## src/rtl/usb_line_pkg.sv

```systemverilog
package usb_line_pkg;
  // encoding is {D-, D+}
  typedef enum logic [1:0] {
    LS_SE0 = 2'b00,
    LS_J   = 2'b01,
    LS_K   = 2'b10,
    LS_SE1 = 2'b11
  } line_t;

  typedef enum logic [1:0] {
    RA_OTG_ICTL  = 2'd0,
    RA_OTG_ISTAT = 2'd1,
    RA_INT_EN    = 2'd2,
    RA_INT_STAT  = 2'd3
  } reg_addr_t;

  localparam int FLAG_BIT = 5;
endpackage

```

## src/rtl/usb_line_sync.sv

```systemverilog
module usb_line_sync
  import usb_line_pkg::*;
#(
  parameter int STAGES = 2
) (
  input  logic  clk,
  input  logic  rst,
  input  logic  dp,
  input  logic  dm,
  output line_t state_q
);
  logic [STAGES-1:0] dp_s, dm_s;

  always_ff @(posedge clk) begin
    if (rst) begin
      dp_s    <= '0;
      dm_s    <= '0;
      state_q <= LS_SE0;
    end else begin
      dp_s    <= {dp_s[STAGES-2:0], dp};
      dm_s    <= {dm_s[STAGES-2:0], dm};
      state_q <= line_t'({dm_s[STAGES-1], dp_s[STAGES-1]});
    end
  end
endmodule

```

## src/rtl/usb_line_stable.sv

```systemverilog
module usb_line_stable
  import usb_line_pkg::*;
#(
  parameter int CNT_W = 10
) (
  input  logic             clk,
  input  logic             rst,
  input  logic             tick,
  input  logic [CNT_W-1:0] limit,
  input  line_t            state,
  output logic             stable
);
  line_t            prev_q;
  logic [CNT_W-1:0] cnt_q;
  logic             changed;

  assign changed = (state != prev_q);

  always_ff @(posedge clk) begin
    if (rst) begin
      prev_q <= LS_SE0;
      cnt_q  <= '0;
      stable <= 1'b0;
    end else begin
      prev_q <= state;
      if (changed || state == LS_SE1) begin
        cnt_q  <= '0;
        stable <= 1'b0;
      end else if (tick && !stable) begin
        if ({1'b0, cnt_q} + 1'b1 >= {1'b0, limit}) begin
          stable <= 1'b1;
          cnt_q  <= '0;
        end else begin
          cnt_q <= cnt_q + 1'b1;
        end
      end
    end
  end

  AST_STABLE_NEEDS_TICK: assert property (@(posedge clk) disable iff (rst)
    $rose(stable) |-> $past(tick));
  AST_CHANGE_CLEARS: assert property (@(posedge clk) disable iff (rst)
    (state != prev_q) |=> !stable);
  AST_SE1_NEVER_STABLE: assert property (@(posedge clk) disable iff (rst)
    (state == LS_SE1) |=> !stable);
endmodule

```

## src/rtl/usb_line_regs.sv

```systemverilog
module usb_line_regs
  import usb_line_pkg::*;
(
  input  logic       clk,
  input  logic       rst,
  input  line_t      state,
  input  logic       stable,
  input  logic       wr_en,
  input  logic [1:0] wr_addr,
  input  logic [7:0] wr_data,
  output logic [7:0] otg_ictl_q,
  output logic [7:0] int_en_q,
  output logic       line_flag_q,
  output logic       rsm_flag_q,
  output logic       irq
);
  logic      stable_d;
  line_t     state_d;
  reg_addr_t addr;
  logic      line_set, rsm_set, line_clr, rsm_clr;

  assign addr     = reg_addr_t'(wr_addr);
  assign line_set = stable && !stable_d;
  assign rsm_set  = int_en_q[FLAG_BIT] && (state == LS_K) && (state_d != LS_K);
  assign line_clr = wr_en && addr == RA_OTG_ISTAT && wr_data[FLAG_BIT];
  assign rsm_clr  = wr_en && addr == RA_INT_STAT && wr_data[FLAG_BIT];

  always_ff @(posedge clk) begin
    if (rst) begin
      stable_d    <= 1'b0;
      state_d     <= LS_SE0;
      otg_ictl_q  <= '0;
      int_en_q    <= '0;
      line_flag_q <= 1'b0;
      rsm_flag_q  <= 1'b0;
    end else begin
      stable_d <= stable;
      state_d  <= state;
      if (wr_en && addr == RA_OTG_ICTL) otg_ictl_q <= wr_data;
      if (wr_en && addr == RA_INT_EN)   int_en_q   <= wr_data;
      if (line_set)      line_flag_q <= 1'b1;
      else if (line_clr) line_flag_q <= 1'b0;
      if (rsm_set)       rsm_flag_q  <= 1'b1;
      else if (rsm_clr)  rsm_flag_q  <= 1'b0;
    end
  end

  assign irq = (line_flag_q && otg_ictl_q[FLAG_BIT]) || (rsm_flag_q && int_en_q[FLAG_BIT]);

  AST_LINE_FLAG_ON_RISE: assert property (@(posedge clk) disable iff (rst)
    (stable && !stable_d) |=> line_flag_q);
  AST_RESUME_NEEDS_EN: assert property (@(posedge clk) disable iff (rst)
    $rose(rsm_flag_q) |-> $past(int_en_q[FLAG_BIT]));
  AST_RESUME_ON_K: assert property (@(posedge clk) disable iff (rst)
    $rose(rsm_flag_q) |-> $past(state) == LS_K);
endmodule

```

## src/rtl/usb_line_mon.sv

```systemverilog
module usb_line_mon
  import usb_line_pkg::*;
#(
  parameter int CNT_W       = 10,
  parameter int SYNC_STAGES = 2
) (
  input  logic             clk,
  input  logic             rst,
  input  logic             tick,
  input  logic [CNT_W-1:0] stable_limit,
  input  logic             dp_in,
  input  logic             dm_in,
  input  logic             wr_en,
  input  logic [1:0]       wr_addr,
  input  logic [7:0]       wr_data,
  output logic [7:0]       ctrl_stat,
  output logic [7:0]       otg_stat,
  output logic [7:0]       otg_int_ctl,
  output logic [7:0]       otg_int_stat,
  output logic [7:0]       int_en,
  output logic [7:0]       int_stat,
  output logic             irq
);
  line_t state;
  logic  stable, line_flag, rsm_flag;

  usb_line_sync #(.STAGES(SYNC_STAGES)) u_sync (
    .clk(clk), .rst(rst), .dp(dp_in), .dm(dm_in), .state_q(state)
  );

  usb_line_stable #(.CNT_W(CNT_W)) u_stable (
    .clk(clk), .rst(rst), .tick(tick), .limit(stable_limit),
    .state(state), .stable(stable)
  );

  usb_line_regs u_regs (
    .clk(clk), .rst(rst), .state(state), .stable(stable),
    .wr_en(wr_en), .wr_addr(wr_addr), .wr_data(wr_data),
    .otg_ictl_q(otg_int_ctl), .int_en_q(int_en),
    .line_flag_q(line_flag), .rsm_flag_q(rsm_flag), .irq(irq)
  );

  assign ctrl_stat    = {state == LS_J, state == LS_SE0, 6'b0};
  assign otg_stat     = {2'b0, stable, 5'b0};
  assign otg_int_stat = {2'b0, line_flag, 5'b0};
  assign int_stat     = {2'b0, rsm_flag, 5'b0};

  AST_JSE0_EXCLUSIVE: assert property (@(posedge clk) disable iff (rst)
    !(ctrl_stat[7] && ctrl_stat[6]));
endmodule

```

## config.mk

```make
export PLATFORM = sky130hd
export DESIGN_NAME = usb_line_mon
export DESIGN_NICKNAME = d
export VERILOG_FILES = /design/src/rtl/usb_line_pkg.sv /design/src/rtl/usb_line_sync.sv /design/src/rtl/usb_line_stable.sv /design/src/rtl/usb_line_regs.sv /design/src/rtl/usb_line_mon.sv
export SDC_FILE = /design/constraint.sdc
export NUM_CORES = 1
export LEC_CHECK = 0
export ABC_AREA = 0
export BUFFER_PORTS_ARGS = -buffer_cell sky130_fd_sc_hd__buf_4
export CORE_MARGIN = 10
export CORE_UTILIZATION = 45
export CTS_CLUSTER_DIAMETER = 200
export CTS_CLUSTER_SIZE = 25
export DETAILED_ROUTE_END_ITERATION = 10
export GPL_TIMING_DRIVEN = 0
export HOLD_SLACK_MARGIN = 0.08
export PLACE_DENSITY = 0.83
export SETUP_SLACK_MARGIN = 0.4
export SLEW_MARGIN = 20
export SYNTH_ARGS = -nofsm -noshare
export SYNTH_HDL_FRONTEND = slang
export SYNTH_SLANG_ARGS = --single-unit
```

## constraint.sdc

```tcl
create_clock -name clk -period 2.7 [get_ports clk]
set_input_delay 0.27 -clock clk [delete_from_list [all_inputs] [get_ports clk]]
set_output_delay 0.27 -clock clk [all_outputs]
set_load 0.1 [all_outputs]
```

==> results.toml, run 1 <==
[cells_and_area]
layout.area.seq_um2 = 769
final_nets = 374
post_layout_nonfiller_instances = 390
area_of_the_multi_input_gates_um2 = 1190
final_cell_area_um2 = 2930
final_util = 0.655
antennaDiodeCount = 0
layout-area-overhead-vs-synth_pct = 37.6
layout.filler_cells = 356
final_layout_size_suffix_gt1_frac = 0.349

[placed_design]
placement.io_buffers = 46
place_hpwl_mm = 4.33
placed_area_um2 = 2670
cells_after_dpl = 370
place_congestion = 0.857
worst_setup_slack_after_placement_ns = -0.0189

[setup_path]
critical_path_required_ns = 2.92
endpoint_kind = "register"
critical_path_class = "register to register"
worst-path-max-fanout = 3
critPathArrivalTime_ns = 2.91
critPathLaunchType = "register"

[power_and_ir_drop]
total_power_mw = 1.43
ir_worst_vdd_v = 0.000419
p_leak_nw = 1.45
power.density_nw_per_um2 = 490

[detailed_routing]
via_count = 1949
detailedRoute.firstPassIterationCount = 4
drt-initial-drc-count = 167
routed_via_density = 5.00
drtAntennaViolNets = 0
routedWlPerCell_um = 15.1
remaining_drc_errors = 0
drt_wl_total_mm = 5.89

[cts]
tritoncts_clock_tree = "built"
worst_skew_pair.late_latency_ns = 0.29
post_cts_hold_buffer_count = 0
clock_tree.buffer_depth = 2
clockRootBuffer = "sky130_fd_sc_hd__clkbuf_8"
clkSlewWorstSetupHoldPaths_ns = 0.07
cts.sink_count = 38
numCtsBuffers = 5
number_of_levels_the_h_tree_was_split_into = 2

[sta]
holdWs_ns = 0.205
tightest_slew_ns = 0.601
period_needed_ns = 2.69
fin_skew_ns = 0.00504
relSlewSlack = 0.600
timing.final.ws_setup_ns = 0.0138
final-setup-viol-count = 0
final-hold-violation-count = 0
rsz0062_at_grt = "true"
timing_max_transition_violations_final = 0
fmaxAchievable_mhz = 372
final.period_utilization = 0.995
final.setup.tns_ns = 0

[floorplan]
chipWidth_um = 88.8
die_h_um = 88.8
num_io_pins = 75
row_count = 24
initial_cell_density_of_the_core = 0.476
core_region_area_um2 = 4470
die_area_um2 = 7880

[synthesis]
post_synth_inst_count = 246
ys_types = 39
post_synth_main_area_contributors = "sky130_fd_sc_hd__dfxtp_1, sky130_fd_sc_hd__buf_4, sky130_fd_sc_hd__mux2i_1, sky130_fd_sc_hd__ha_1, sky130_fd_sc_hd__nor2_1"
synth_sequential_area_ratio = 0.357
postSynthRegisterBits = 38
most_used_dff_post_synth = "sky130_fd_sc_hd__dfxtp_1"
postSynth.asyncResetShare = 0
synth.top_cell.area_share = 0.357
syn_avg_cell_area_um2 = 8.65
syn-cell-area_um2 = 2130
largest_area_contributor_in_the_synthesized_netlist = "sky130_fd_sc_hd__dfxtp_1"
yosys_warnings = 0
synth_enable_flop_cells = 0

[global_route]
grt_pass1_wl_mm = 9.20
grt_antenna_before_repair = 0
global_route.usage.total = 0.145
grt_remaining_overflow = 0
pin_count_of_the_biggest_net_entering_global_routing = 14
number_of_global_route_vias_before_repair = 1980

[min_path]
min-delay-path-class = "primary input to register"

[run_status]
run_status = "complete, no violations"

[flow_run]
drv.max_cap_violation_count = 0
worst paths after layout:
| kind | from | to | slack [ns] | cells past startpoint |
|---|---|---|---|---|
| worst min-delay path | dm_in | u_sync.dm_s[0]$_SDFF_PP0_ | 0.21 | 2 |
| worst max register to register | u_stable.cnt_q[0]$_SDFFE_PP0P_ | u_stable.cnt_q[0]$_SDFFE_PP0P_ | 0.01 | 10 |
| worst min register to register | u_sync.dm_s[0]$_SDFF_PP0_ | u_sync.dm_s[1]$_SDFF_PP0_ | 0.44 | 1 |
| worst max-delay path | u_stable.cnt_q[0]$_SDFFE_PP0P_ | u_stable.cnt_q[0]$_SDFFE_PP0P_ | 0.01 | 10 |
worst max-delay path, cell delays in order, from the launching register on:
cell and delay [ns]:
sky130_fd_sc_hd__dfxtp_4 0.37, sky130_fd_sc_hd__ha_4 0.16, sky130_fd_sc_hd__and3_4 0.18, sky130_fd_sc_hd__and3_4 0.19
sky130_fd_sc_hd__xor2_2 0.14, sky130_fd_sc_hd__ha_1 0.29, sky130_fd_sc_hd__a21o_1 0.19, sky130_fd_sc_hd__a211o_1 0.29
sky130_fd_sc_hd__o21ba_2 0.22, sky130_fd_sc_hd__or4_4 0.48, sky130_fd_sc_hd__a21oi_2 0.12
sequential cells by signal (all words and copies together), names as in the netlist:
register            count
u_regs.int_en_q         8
u_regs.line_flag_q      1
u_regs.otg_ictl_q       8
u_regs.rsm_flag_q       1
u_regs.stable_d         1
u_regs.state_d          2
u_stable.cnt_q         10
u_stable.stable         1
u_sync.dm_s             2
u_sync.dp_s             2
u_sync.state_q          2
metal layers:
layer	part of all wire	global-route usage	up-vias	wire length, um
li1	-	-	967	-
met1	0.38	0.159	900	2260
met2	0.54	0.263	75	3180
met3	0.065	0.0386	7	385
met4	0.011	0.0455	0	67
met5	0	0	-	0
where the power goes:
part | internal [mW] | switching (mW) | total [mW]
sequential | 0.574 | 0.00985 | 0.584
clock | 0.238 | 0.212 | 0.449
combinational | 0.100 | 0.300 | 0.401
layout by cell type (no fill, tap or decap), drive strengths merged, types with 2 or more instances in the layout:
cell type	n
xor2	5
nand2b	2
clkinvlp	2
nand4	8
nand4b	2
o211ai	2
nor2	23
mux2i	16
nor2b	11
a21oi	8
a21o	2
nand3	9
inv	12
o21ai	3
dfxtp	38
nand2	14
ha	11
and3	2
conb	27
xnor2	4
nor3b	3
a31oi	8
and4	3
clkbuf	9
buf	96
nor3	6
synth_stat cells (4+ instances only):
cell type,number
sky130_fd_sc_hd__nor3_1,6
sky130_fd_sc_hd__ha_1,11
sky130_fd_sc_hd__mux2i_1,16
sky130_fd_sc_hd__nand2_1,14
sky130_fd_sc_hd__xor2_1,5
sky130_fd_sc_hd__buf_4,32
sky130_fd_sc_hd__a31oi_1,8
sky130_fd_sc_hd__dfxtp_1,38
sky130_fd_sc_hd__nand3_1,9
sky130_fd_sc_hd__xnor2_1,4
sky130_fd_sc_hd__inv_1,12
sky130_fd_sc_hd__nand4_1,8
sky130_fd_sc_hd__nor2_1,23
sky130_fd_sc_hd__a21oi_1,8
sky130_fd_sc_hd__nor2b_1,11
kinds of logic (layout without fill, tap and decap cells):
family                     Yosys count  in the layout  share of synthesized area
AOI/OAI and AO/OA                   30             30                     0.0958
xor gates and xnor gates             9              9                     0.0370
adders and majority gates           11             11                     0.0647
buffers and inverters               54            120                      0.156
DFF                                 38             38                      0.357
muxes                               16             16                     0.0752
other                                1             27                    0.00176
and+or+nand+nor                     87             87                      0.212
area by class of cell:
cell class | instances | share of cell area
clock inverter | 2 | 0.00513
sequential | 38 | 0.263
inverter | 12 | 0.0154
multi-input combinational | 180 | 0.408
buffer | 42 | 0.100
timing repair buffer | 58 | 0.155
tap | 52 | 0.0222
clock buffer | 6 | 0.0320
repair_timing:
item | in CTS | in global routing
gates cloned | 1 | 0
endpoints found under the setup margin | 11 | 11
buffers inserted | 9 | 2
gates resized for setup | 9 | 9
pin swaps | 11 | 4
Power figures use the tool's default switching activity.
==> inputs of run 2 (changes only) <==
--- a/config.mk
+++ b/config.mk
@@ -7,14 +7,16 @@
 export LEC_CHECK = 0
 export ABC_AREA = 0
 export BUFFER_PORTS_ARGS = -buffer_cell sky130_fd_sc_hd__buf_4
+export CELL_PAD_IN_SITES_DETAIL_PLACEMENT = 2
+export CELL_PAD_IN_SITES_GLOBAL_PLACEMENT = 2
 export CORE_MARGIN = 10
-export CORE_UTILIZATION = 45
+export CORE_UTILIZATION = 25
 export CTS_CLUSTER_DIAMETER = 200
 export CTS_CLUSTER_SIZE = 25
 export DETAILED_ROUTE_END_ITERATION = 10
 export GPL_TIMING_DRIVEN = 0
 export HOLD_SLACK_MARGIN = 0.08
-export PLACE_DENSITY = 0.83
+export PLACE_DENSITY = 0.81
 export SETUP_SLACK_MARGIN = 0.4
 export SLEW_MARGIN = 20
 export SYNTH_ARGS = -nofsm -noshare
==> run 2 against run 1 <==
Combinational power up 1%. Maximum frequency down 0.51%. Utilization is 29 points lower. Sequential share of layout area down 0.37 points.
==> results.toml, run 2 (same netlist as run 1, synthesis figures left out) <==
[run_status]
run_status = "complete, no violations"

[floorplan]
chipWidth_um = 112
num_io_pins = 75
die_h_um = 112
die_area_um2 = 12600
initial_cell_density_of_the_core = 0.258
core_region_area_um2 = 8260
row_count = 33

[detailed_routing]
drt-initial-drc-count = 62
routed_via_density = 4.47
via_count = 1972
routedWlPerCell_um = 15.5
detailedRoute.firstPassIterationCount = 4
drtAntennaViolNets = 0
remaining_drc_errors = 0
drt_wl_total_mm = 6.82

[sta]
fmaxAchievable_mhz = 370
tightest_slew_ns = 0.634
final.period_utilization = 1.00
period_needed_ns = 2.70
final-hold-violation-count = 0
rsz0062_at_grt = "true"
relSlewSlack = 0.577
fin_skew_ns = 0.00653
final-setup-viol-count = 0
timing_max_transition_violations_final = 0
final.setup.tns_ns = 0

[placed_design]
placed_area_um2 = 2740
place_hpwl_mm = 5.18
placement.io_buffers = 46
place_congestion = 0.766
cells_after_dpl = 423

[global_route]
pin_count_of_the_biggest_net_entering_global_routing = 13
grt_remaining_overflow = 0
number_of_global_route_vias_before_repair = 2211
grt_antenna_before_repair = 0
grt_pass1_wl_mm = 11.1
global_route.usage.total = 0.105

[setup_path]
critical_path_required_ns = 2.92
worst-path-max-fanout = 3
critical_path_class = "register to register"
crit_chain = "ha_4, and3_4, and3_4, xor2_1, ha_1, a21o_1, a211o_1, o21ba_2, or4_4, a21oi_2"
endpoint_kind = "register"
critPathLaunchType = "register"
crit_path_top_delay_cell = "sky130_fd_sc_hd__or4_4"
critPathMostFrequentCell = "sky130_fd_sc_hd__and3_4"
critPathArrivalTime_ns = 2.92
cp_slowest_stage_delay_ns = 0.48

[cells_and_area]
layout-area-overhead-vs-synth_pct = 39.6
final_nets = 372
largest_reg_flops = 10
layout.filler_cells = 981
post_layout_nonfiller_instances = 441
largest-register = "u_stable.cnt_q"
final_layout_size_suffix_gt1_frac = 0.348
final_util = 0.360
mostFrequentLayoutCells = "sky130_fd_sc_hd__buf_4, sky130_fd_sc_hd__dfxtp_1, sky130_fd_sc_hd__conb_1"
most_common_cell_after_layout_fill_and_taps_aside = "sky130_fd_sc_hd__buf_4"
final_cell_area_um2 = 2970
area_of_the_multi_input_gates_um2 = 1200
antennaDiodeCount = 0
layout.area.seq_um2 = 769
largestRegisters = "u_stable.cnt_q x10, u_regs.int_en_q x8, u_regs.otg_ictl_q x8"

[power_and_ir_drop]
power.density_nw_per_um2 = 472
ir_worst_vdd_v = 0.000202
p_leak_nw = 1.45
total_power_mw = 1.40

[cts]
number_of_levels_the_h_tree_was_split_into = 2
cts.sink_count = 38
worst_skew_pair.late_latency_ns = 0.29
clock_tree.buffer_depth = 2
tritoncts_clock_tree = "built"
clockRootBuffer = "sky130_fd_sc_hd__clkbuf_8"
numCtsBuffers = 5
clkSlewWorstSetupHoldPaths_ns = 0.08

[min_path]
min-delay-path-class = "primary input to register"

[flow_run]
drv.max_cap_violation_count = 0
==> run 2: cell type report <==
class | count | area share
Tap cell | 105 | 0.0442
Inverter | 12 | 0.0152
Sequential cell | 38 | 0.259
Buffer | 42 | 0.0986
Clock inverter | 2 | 0.00421
Timing Repair Buffer | 56 | 0.145
Multi-Input combinational cell | 180 | 0.406
Clock buffer | 6 | 0.0278
==> run 2: through the flow <==
step	hold slack, ns	setup WS, ns
floorplan	0.398	0.178
finish	0.200	0.0000417
detailed placement	0.429	-0.0320
CTS	0.193	0.0242
global placement	0.421	-0.00512
global route	0.211	-0.113
==> run 2: what timing repair did <==
item	CTS	global route
endpoints found under the setup margin	11	11
pin swaps	9	6
cloned	1	0
gates resized for setup	12	6
buffers inserted	9	0
hold buffers	0	0
==> run 2: critical path: cells and delay by family, from the launching register on <==
| family | cells | cell delay (ns) |
|---|---|---|
| AOI/OAI and AO/OA | 4 | 0.82 |
| xor gates and xnor gates | 1 | 0.14 |
| and+or+nand+nor | 3 | 0.86 |
| adders and majority gates | 2 | 0.46 |
| DFF | 1 | 0.36 |
==> run 2: power breakdown <==
group	switching [mW]	internal [mW]
registers	0.00939	0.574
clock network	0.208	0.205
logic	0.304	0.101
total	0.521	0.881
==> run 2: path summary, 6_finish.rpt <==
| kind | cells after the start | to | slack [ns] | startpoint |
|---|---|---|---|---|
| worst max-delay path | 10 | u_stable.cnt_q[0]$_SDFFE_PP0P_ | 0.00004 | u_stable.cnt_q[1]$_SDFFE_PP0P_ |
| worst min-delay path | 2 | u_sync.dp_s[0]$_SDFF_PP0_ | 0.20 | dp_in |
| worst max register to register | 10 | u_stable.cnt_q[0]$_SDFFE_PP0P_ | 0.00004 | u_stable.cnt_q[1]$_SDFFE_PP0P_ |
| worst min register to register | 1 | u_sync.state_q[0]$_SDFF_PP0_ | 0.45 | u_sync.dp_s[1]$_SDFF_PP0_ |
==> run 2: layer usage <==
layer / vias up / part of all wire / track usage
met5: - / 0 / 0
met4: 0 / 0.012 / 0.0305
met3: 4 / 0.046 / 0.0266
met2: 41 / 0.53 / 0.197
met1: 969 / 0.42 / 0.114
li1: 958 / - / -
